File: src/rtl/uart_rx_selbaud_pkg.sv
// Package: shared widths, the receiver state type and the rate-code to
// divide-ratio function. Assumes a 14.7456 MHz reference clock, for which
// the smallest ratio yields sixteen ticks per bit at 115200 baud.
package uart_rx_selbaud_pkg;

    localparam int RATE_W   = 3;
    localparam int BASE_DIV = 8;
    localparam int MAX_DIV  = 3 * BASE_DIV * (1 << ((1 << RATE_W) - 3));
    localparam int RATIO_W  = $clog2(MAX_DIV + 1);

    typedef enum logic [2:0] {
        ST_IDLE,
        ST_START,
        ST_DATA,
        ST_STOP,
        ST_RECOVER
    } rx_state_t;

    // Clocks per oversample tick for a rate code: 8, 16, then 24 doubling.
    function automatic logic [RATIO_W-1:0] ratio_of(input logic [RATE_W-1:0] code);
        logic [RATIO_W-1:0] r;
        if (code == '0) begin
            r = RATIO_W'(BASE_DIV);
        end else if (code == RATE_W'(1)) begin
            r = RATIO_W'(2 * BASE_DIV);
        end else begin
            r = RATIO_W'(3 * BASE_DIV) << (code - RATE_W'(2));
        end
        return r;
    endfunction

endpackage

File: src/rtl/uart_rx_selbaud_sync.sv
// Multi-flop synchronizer for one asynchronous level.
// Assumes the input may change at any time; the flops reset to the line's
// idle level so that no edge appears when reset is released.
module uart_rx_selbaud_sync #(
    parameter int   STAGES    = 2,
    parameter logic RESET_VAL = 1'b1
) (
    input  logic clk,
    input  logic rst_n,
    input  logic d_async,
    output logic q_sync
);

    logic [STAGES-1:0] chain_q;

    // Purpose: shift the async level through the flop chain.
    always_ff @(posedge clk) begin
        if (!rst_n) begin
            chain_q <= {STAGES{RESET_VAL}};
        end else begin
            chain_q <= {chain_q[STAGES-2:0], d_async};
        end
    end

    assign q_sync = chain_q[STAGES-1];

endmodule

File: src/rtl/uart_rx_selbaud_tick.sv
// Oversample tick generator. It divides the reference clock by the ratio
// picked with the rate code. The ratio is captured only while load_en is
// high (receiver idle). restart clears the phase so the first tick comes
// exactly one ratio after the restart edge.
module uart_rx_selbaud_tick
    import uart_rx_selbaud_pkg::*;
(
    input  logic               clk,
    input  logic               rst_n,
    input  logic [RATE_W-1:0]  rate_sel,
    input  logic               load_en,
    input  logic               restart,
    output logic               tick,
    output logic [RATIO_W-1:0] ratio_cur
);

    logic [RATIO_W-1:0] ratio_q;
    logic [RATIO_W-1:0] cnt_q;

    // Purpose: hold the active divide ratio, refreshed only when allowed.
    always_ff @(posedge clk) begin
        if (!rst_n) begin
            ratio_q <= ratio_of('0);
        end else if (load_en) begin
            ratio_q <= ratio_of(rate_sel);
        end
    end

    // Purpose: count reference clocks within one tick period.
    always_ff @(posedge clk) begin
        if (!rst_n) begin
            cnt_q <= '0;
        end else if (restart || tick) begin
            cnt_q <= '0;
        end else begin
            cnt_q <= cnt_q + RATIO_W'(1);
        end
    end

    assign tick      = (cnt_q == ratio_q - RATIO_W'(1));
    assign ratio_cur = ratio_q;

endmodule

File: src/rtl/uart_rx_selbaud_fsm.sv
// Frame sequencer: it detects the start edge, confirms the start bit at
// its midpoint, samples the data bits and the stop bit at their centres,
// and issues the byte with a valid or framing-error pulse. It assumes a
// synchronized line and one tick per 1/OVERSAMPLE of a bit.
module uart_rx_selbaud_fsm
    import uart_rx_selbaud_pkg::*;
#(
    parameter int DATA_BITS  = 8,
    parameter int OVERSAMPLE = 16
) (
    input  logic                 clk,
    input  logic                 rst_n,
    input  logic                 line_s,
    input  logic                 tick,
    output logic                 restart,
    output logic                 idle,
    output logic [DATA_BITS-1:0] data_o,
    output logic                 valid_o,
    output logic                 ferr_o
);

    localparam int OS_W  = $clog2(OVERSAMPLE);
    localparam int BI_W  = $clog2(DATA_BITS + 1);
    localparam logic [OS_W-1:0] OS_LAST = OS_W'(OVERSAMPLE - 1);
    localparam logic [OS_W-1:0] OS_MID  = OS_W'(OVERSAMPLE / 2 - 1);

    rx_state_t            state_q;
    logic                 line_prev_q;
    logic [OS_W-1:0]      os_q;
    logic [BI_W-1:0]      bit_q;
    logic [DATA_BITS-1:0] shift_q;
    logic                 fall;

    assign fall    = line_prev_q && !line_s;
    assign restart = ((state_q == ST_IDLE) && fall) ||
                     ((state_q == ST_STOP) && !line_s);
    assign idle    = (state_q == ST_IDLE);

    // Purpose: remember the previous synchronized level for edge detection.
    always_ff @(posedge clk) begin
        if (!rst_n) begin
            line_prev_q <= 1'b1;
        end else begin
            line_prev_q <= line_s;
        end
    end

    // Purpose: frame state, tick counting, bit capture and result pulses.
    always_ff @(posedge clk) begin
        if (!rst_n) begin
            state_q <= ST_IDLE;
            os_q    <= '0;
            bit_q   <= '0;
            shift_q <= '0;
            data_o  <= '0;
            valid_o <= 1'b0;
            ferr_o  <= 1'b0;
        end else begin
            valid_o <= 1'b0;
            ferr_o  <= 1'b0;
            case (state_q)
                ST_IDLE: begin
                    if (fall) begin
                        state_q <= ST_START;
                        os_q    <= '0;
                    end
                end
                ST_START: begin
                    if (tick) begin
                        if (os_q == OS_MID) begin
                            os_q    <= '0;
                            bit_q   <= '0;
                            state_q <= line_s ? ST_IDLE : ST_DATA;
                        end else begin
                            os_q <= os_q + OS_W'(1);
                        end
                    end
                end
                ST_DATA: begin
                    if (tick) begin
                        if (os_q == OS_LAST) begin
                            os_q <= '0;
                            if (bit_q < BI_W'(DATA_BITS)) begin
                                shift_q <= {line_s, shift_q[DATA_BITS-1:1]};
                                bit_q   <= bit_q + BI_W'(1);
                            end else if (line_s) begin
                                data_o  <= shift_q;
                                valid_o <= 1'b1;
                                state_q <= ST_STOP;
                            end else begin
                                ferr_o  <= 1'b1;
                                state_q <= ST_RECOVER;
                            end
                        end else begin
                            os_q <= os_q + OS_W'(1);
                        end
                    end
                end
                ST_STOP: begin
                    if (!line_s) begin
                        state_q <= ST_START;
                        os_q    <= '0;
                    end else if (tick) begin
                        if (os_q == OS_MID) begin
                            state_q <= ST_IDLE;
                        end else begin
                            os_q <= os_q + OS_W'(1);
                        end
                    end
                end
                ST_RECOVER: begin
                    if (line_s) begin
                        state_q <= ST_IDLE;
                    end
                end
                default: state_q <= ST_IDLE;
            endcase
        end
    end

endmodule

File: src/rtl/uart_rx_selbaud.sv
// Top level: synchronizer, tick generator and frame sequencer.
// Assumes a 14.7456 MHz clock and an idle-high line carrying frames of
// one start bit, DATA_BITS data bits (no parity) and one stop bit.
module uart_rx_selbaud
    import uart_rx_selbaud_pkg::*;
#(
    parameter int DATA_BITS   = 8,
    parameter int OVERSAMPLE  = 16,
    parameter int SYNC_STAGES = 2
) (
    input  logic                 clk,
    input  logic                 rst_n,
    input  logic                 rx_i,
    input  logic [RATE_W-1:0]    rate_sel,
    output logic [DATA_BITS-1:0] rx_data,
    output logic                 rx_valid,
    output logic                 rx_frame_err
);

    logic               line_s;
    logic               tick;
    logic               restart;
    logic               fsm_idle;
    logic [RATIO_W-1:0] cur_ratio;

    uart_rx_selbaud_sync #(
        .STAGES    (SYNC_STAGES),
        .RESET_VAL (1'b1)
    ) u_sync (
        .clk     (clk),
        .rst_n   (rst_n),
        .d_async (rx_i),
        .q_sync  (line_s)
    );

    uart_rx_selbaud_tick u_tick (
        .clk       (clk),
        .rst_n     (rst_n),
        .rate_sel  (rate_sel),
        .load_en   (fsm_idle),
        .restart   (restart),
        .tick      (tick),
        .ratio_cur (cur_ratio)
    );

    uart_rx_selbaud_fsm #(
        .DATA_BITS  (DATA_BITS),
        .OVERSAMPLE (OVERSAMPLE)
    ) u_fsm (
        .clk     (clk),
        .rst_n   (rst_n),
        .line_s  (line_s),
        .tick    (tick),
        .restart (restart),
        .idle    (fsm_idle),
        .data_o  (rx_data),
        .valid_o (rx_valid),
        .ferr_o  (rx_frame_err)
    );

endmodule

File: config.mk
export PLATFORM = sky130hd
export DESIGN_NAME = uart_rx_selbaud
export DESIGN_NICKNAME = d
export VERILOG_FILES = /design/src/rtl/uart_rx_selbaud_pkg.sv /design/src/rtl/uart_rx_selbaud_sync.sv /design/src/rtl/uart_rx_selbaud_tick.sv /design/src/rtl/uart_rx_selbaud_fsm.sv /design/src/rtl/uart_rx_selbaud.sv
export SDC_FILE = /design/constraint.sdc
export NUM_CORES = 1
export LEC_CHECK = 0
export BUFFER_PORTS_ARGS = -buffer_cell sky130_fd_sc_hd__buf_2
export CAP_MARGIN = 10
export CELL_PAD_IN_SITES_DETAIL_PLACEMENT = 1
export CELL_PAD_IN_SITES_GLOBAL_PLACEMENT = 1
export CORE_UTILIZATION = 50
export DETAILED_ROUTE_END_ITERATION = 7
export PLACE_DENSITY_LB_ADDON = 0.1
export SYNTH_ARGS = -nofsm -noshare
export SYNTH_HDL_FRONTEND = slang
export SYNTH_HIERARCHICAL = 1
export SYNTH_SLANG_ARGS = --single-unit
File: constraint.sdc
create_clock -name clk -period 5.65 [get_ports clk]
set_input_delay 0.2825 -clock clk [delete_from_list [all_inputs] [get_ports clk]]
set_output_delay 0.2825 -clock clk [all_outputs]
set_load 0.05 [all_outputs]
* Yosys cells after proc, flatten, opt, wreduce, memory -nomap -nowiden *
Index checks and enable logic that the tools add are counted.

word-level totals
  register bits = 52
  input port bits = 6
  word-level logic and storage cells = 91

operators by class
  add/sub/neg operators = 5
  $lt $le $gt $ge = 1
  eq/ne operators = 19
  shifts and indexed selects = 1
  mux-type cells = 32
  bitwise logic cells = 5
  reduce and logical (&&, ||, !) cells = 17

operators by type and width
  operator                                                number
  two-way mux 4 bit                                       13
  two-way mux 3 bit                                       11
  two-way mux 10 bit                                      2
  one-hot mux 4 bit (4 select lines)                      1
  one-hot mux 3 bit (5 select lines)                      1
  AND reduction 6 bit                                     2
  adder 10 x 1 -> 10 bit (second input constant)          1
  equality test 10 bit                                    1
  << shifter 5 x 3 -> 10 bit (first input constant)       1
  subtractor 10 x 1 -> 10 bit (second input constant)     1
  inequality test 3 bit (second input constant)           3
  AND reduction 9 bit                                     1
  adder 4 x 1 -> 4 bit (second input constant)            2
  inequality test 2 x 1 -> 1 bit (second input constant)  4
  inequality test 2 bit (second input constant)           4
  one-hot mux 4 bit (2 select lines)                      1
  equality test 3 x 1 -> 1 bit (second input constant)    2
  equality test 3 x 2 -> 1 bit (second input constant)    2
  logical NOT 3 bit                                       2
  NOT 1 bit                                               5
  AND reduction 5 bit                                     1
  OR reduction 5 bit                                      1
  equality test 4 x 3 -> 1 bit (second input constant)    1
  equality test 4 bit (second input constant)             1
  12 further kinds                                        16

* Logic depth before layout (Yosys ltp) *
  word-level depth = 6
  gate-level depth with buffers = 12

* By module *
Netlist, hierarchy kept.

modules (own cells, without submodules)
  module                instances  cells each  area each (sq um)  seq. area each (sq um)
  uart_rx_selbaud_fsm   1          160         1,445.1            600.6
  uart_rx_selbaud_tick  1          132         1,117.3            340.3
  uart_rx_selbaud_sync  1          4           52.6               40.0

* Worst setup path before layout *
OpenSTA, ideal clock, no wires.

  path type = flip-flop to flip-flop
  start = register u_tick.ratio_q[3], in the netlist u_tick/ratio_cur[3]
  end = register u_fsm.shift_q[2]
  arrival = 2.749 ns
  required time = 5.522 ns
  slack = 2.774 ns
  cell stages (with the launch flop) = 12
  path buffers = 2
  clock period less this slack = 2.876 ns
  path through = dfxtp_1 buf_4 inv_1 ha_1 o21ai_2 or4b_4 a311oi_4 and4_1 nor3b_1 buf_2 mux2i_1 nor2_1

between the ends
  word-level cells in the longest chain between the ends = 3

ends and longest elaborated chain
  what                           line                        RTL
  start, declared                uart_rx_selbaud_tick.sv:17  logic [RATIO_W-1:0] ratio_q;
  start signal, assigned         uart_rx_selbaud_tick.sv:23  ratio_q <= ratio_of('0);
  start signal, assigned         uart_rx_selbaud_tick.sv:25  ratio_q <= ratio_of(rate_sel);
  subtractor 10 x 1 -> 10 bit    uart_rx_selbaud_tick.sv:40  assign tick = (cnt_q == ratio_q - RATIO_W'(1));
  equality test 10 bit           uart_rx_selbaud_tick.sv:40
  via tick                       uart_rx_selbaud.sv:21       logic tick;
  AND reduction 4 bit (no line)  -
  end signal, assigned           uart_rx_selbaud_fsm.sv:84   shift_q <= {line_s, shift_q[DATA_BITS-1:1]};
  end, declared                  uart_rx_selbaud_fsm.sv:31   logic [DATA_BITS-1:0] shift_q;

The timed path passes the listed nets, and every way through them passes these cells.
A chain may end at the register's enable or synchronous reset.

* Final worst setup path *
  start = register u_tick.ratio_q[3], in the netlist u_tick/ratio_cur[3]
  end = register u_fsm.shift_q[0]

The elaborated chain is that of the path after synthesis.

==> results.json <==
{
  "dp_slack_ns": 1.94,
  "reg2reg_slack_ns": 1.96,
  "whs_ns": 0.156,
  "placed_cell_area_mm2": 0.00268,
  "rows": 25,
  "viasPerCell": 5.63,
  "reg2reg_to": "u_fsm/shift_q[0]",
  "min_path_type": "in -> reg",
  "avgSynthCellArea_um2": 8.87,
  "synthToLayoutAreaGrowth_pct": 7.93,
  "routed_wl_um": 5570,
  "clk_pin_slew_ns": 0.09,
  "antenna_found_initial": 0,
  "worstPathMaxFanout": 14,
  "drc": 0,
  "cp-end-kind": "flip-flop",
  "portBuffers": 15,
  "drt_iter0_markers": 49,
  "cellLeakagePower_nw": 1.14,
  "clock_latency_ns": 0.30,
  "skew_ns": 0.00498,
  "busiest_layer": "met2",
  "cap_viol_max_count": 0,
  "cts_tree": "yes",
  "overflow": 0,
  "ctsHtreeMaxLevel": 2,
  "slew_violations": 0,
  "postCtsResizedCells": 0,
  "dieArea_mm2": 0.00547,
  "grt_pass1_vias": 2033,
  "fin_setup_tns_ns": 0,
  "grt_pass1_wl_um": 9630,
  "tightest_slew_ns": 0.914,
  "wl_per_cell_um": 15.2,
  "synth-warning-count": 6,
  "p_per_area_mw_per_mm2": 277,
  "finalCritPeriodShare_pct": 65.3,
  "syn_area_mm2": 0.00259,
  "final_util_pct": 57.6,
  "finalInstanceArea_mm2": 0.00279,
  "clkSinkCount": 49,
  "rsz0062_at_grt": "no",
  "firstDrtPassIters": 4,
  "die_x_um": 74.0,
  "hold_buffers": 0,
  "maxSlewHeadroom_pct": 38.8,
  "worst_slack_ns": 1.96,
  "rr_worst_depth": 9,
  "core-area_mm2": 0.00485,
  "grt_use_met3_pct": 3.79,
  "io-pin-count": 16,
  "cts-root-buf": "clkbuf_8",
  "grt_max_degree": 25,
  "hpwlAfterDp_um": 4050,
  "nets": 315,
  "max_freq_mhz": 271,
  "synthCells": 292,
  "post-cts-setup-buffers": 0,
  "worst_ep_required_time_ns": 5.81,
  "gp_congestion": 0.823,
  "period_needed_ns": 3.69,
  "finalHoldViolCount": 0,
  "cts_buffers": 5,
  "hold-path-endpoint": "u_sync/chain_q[0]",
  "rr_startpoint": "u_tick/ratio_cur[3]",
  "crit_type": "reg -> reg",
  "drive_above_1_share_pct": 10.7,
  "die_y_um": 74.0,
  "vias": 2065,
  "diodes": 0,
  "timing.final.setup_violations": 0,
  "use_met2_pct": 39.6,
  "clockBufferDepth": 2,
  "track_usage_pct": 23.0,
  "ant_nets": 0,
  "status": "finished clean",
  "min_from": "rx_i",
  "start_util_pct": 53.4,
  "startpoint_type": "flip-flop",
  "synth_nets": 308,
  "hold_depth": 2,
  "ir_drop_mv": 0.113,
  "met1_usage_pct": 29.0,
  "worstPathArrival_ns": 3.85
}
[cells in the final DEF, fill, tap and decap left out, types with 5 or more instances in the layout]
cell and instances:
dfxtp_1 49, nor2_1 36, nand2_1 24, mux2i_1 19
buf_2 15, xnor2_1 10, ha_1 10, inv_1 9
o21ai_0 9, nand2b_1 8, nor3_1 7, nor2b_1 7
nand3_1 7, xor2_1 6, clkbuf_8 5, a21oi_1 5
o211ai_1 5
[report_power, final]
part / internal, mW / leakage (nW) / switching (mW) / total [mW]
combinational: 0.0634 / 0.685 / 0.0769 / 0.140
sequential: 0.360 / 0.397 / 0.0246 / 0.384
clock: 0.133 / 0.0554 / 0.117 / 0.250
total: 0.556 / 1.14 / 0.219 / 0.775
[sequential cells by signal, summed over array words and instances (netlist names)]
| register | count |
|---|---|
| u_fsm/bit_q | 4 |
| u_fsm/data_o | 8 |
| u_fsm/ferr_o | 1 |
| u_fsm/line_prev_q | 1 |
| u_fsm/os_q | 4 |
| u_fsm/shift_q | 8 |
| u_fsm/state_q | 3 |
| u_fsm/valid_o | 1 |
| u_sync/chain_q | 2 |
| u_tick/cnt_q | 10 |
| u_tick/ratio_cur | 7 |
[critical path, cell delays in order (launching register included)]
cell and delay [ns]:
dfxtp_1 0.47, inv_1 0.08, ha_1 0.30, o21ai_2 0.16, or4b_4 0.48, a311oi_4 0.62
and4_1 0.32, nor3b_2 0.76, mux2i_1 0.28, nor2_1 0.06
[layer usage]
layer | vias to the layer above | routed length [um]
li1 | 1056 | -
met1 | 988 | 2590
met2 | 13 | 2800
met3 | 8 | 89
met4 | 0 | 89
met5 | - | 0
[cell type report]
| class | count | area, um2 |
|---|---|---|
| fillers | 581 | 2050 |
| flip-flops and latches | 49 | 981 |
| clock buffers | 6 | 72.6 |
| inverters | 9 | 33.8 |
| repair buffers | 16 | 82.6 |
| multi-input cells | 218 | 1500 |
| clock inverters | 2 | 38.8 |
| well taps | 67 | 83.8 |
[metrics by stage]
step	power [mW]	std cells
global placement	0.527	359
finish	0.775	367
CTS	0.783	367
global route	0.818	367
detailed placement	0.531	359
floorplan	0.505	292
[how the worst max path moves through the flow]
stage,start,to,slack (ns),depth (start not counted)
after global placement,u_tick/ratio_cur[3],u_fsm/shift_q[4],2.13,9
after CTS,u_tick/ratio_cur[3],u_fsm/shift_q[0],1.92,9
after detailed placement,u_tick/ratio_cur[3],u_fsm/shift_q[0],1.94,9
final,u_tick/ratio_cur[3],u_fsm/shift_q[0],1.96,9
after global routing,u_tick/ratio_cur[3],u_fsm/shift_q[0],1.66,10
after floorplan,u_tick/ratio_cur[3],u_fsm/shift_q[2],2.77,11
(Power assumes the default switching activity.)
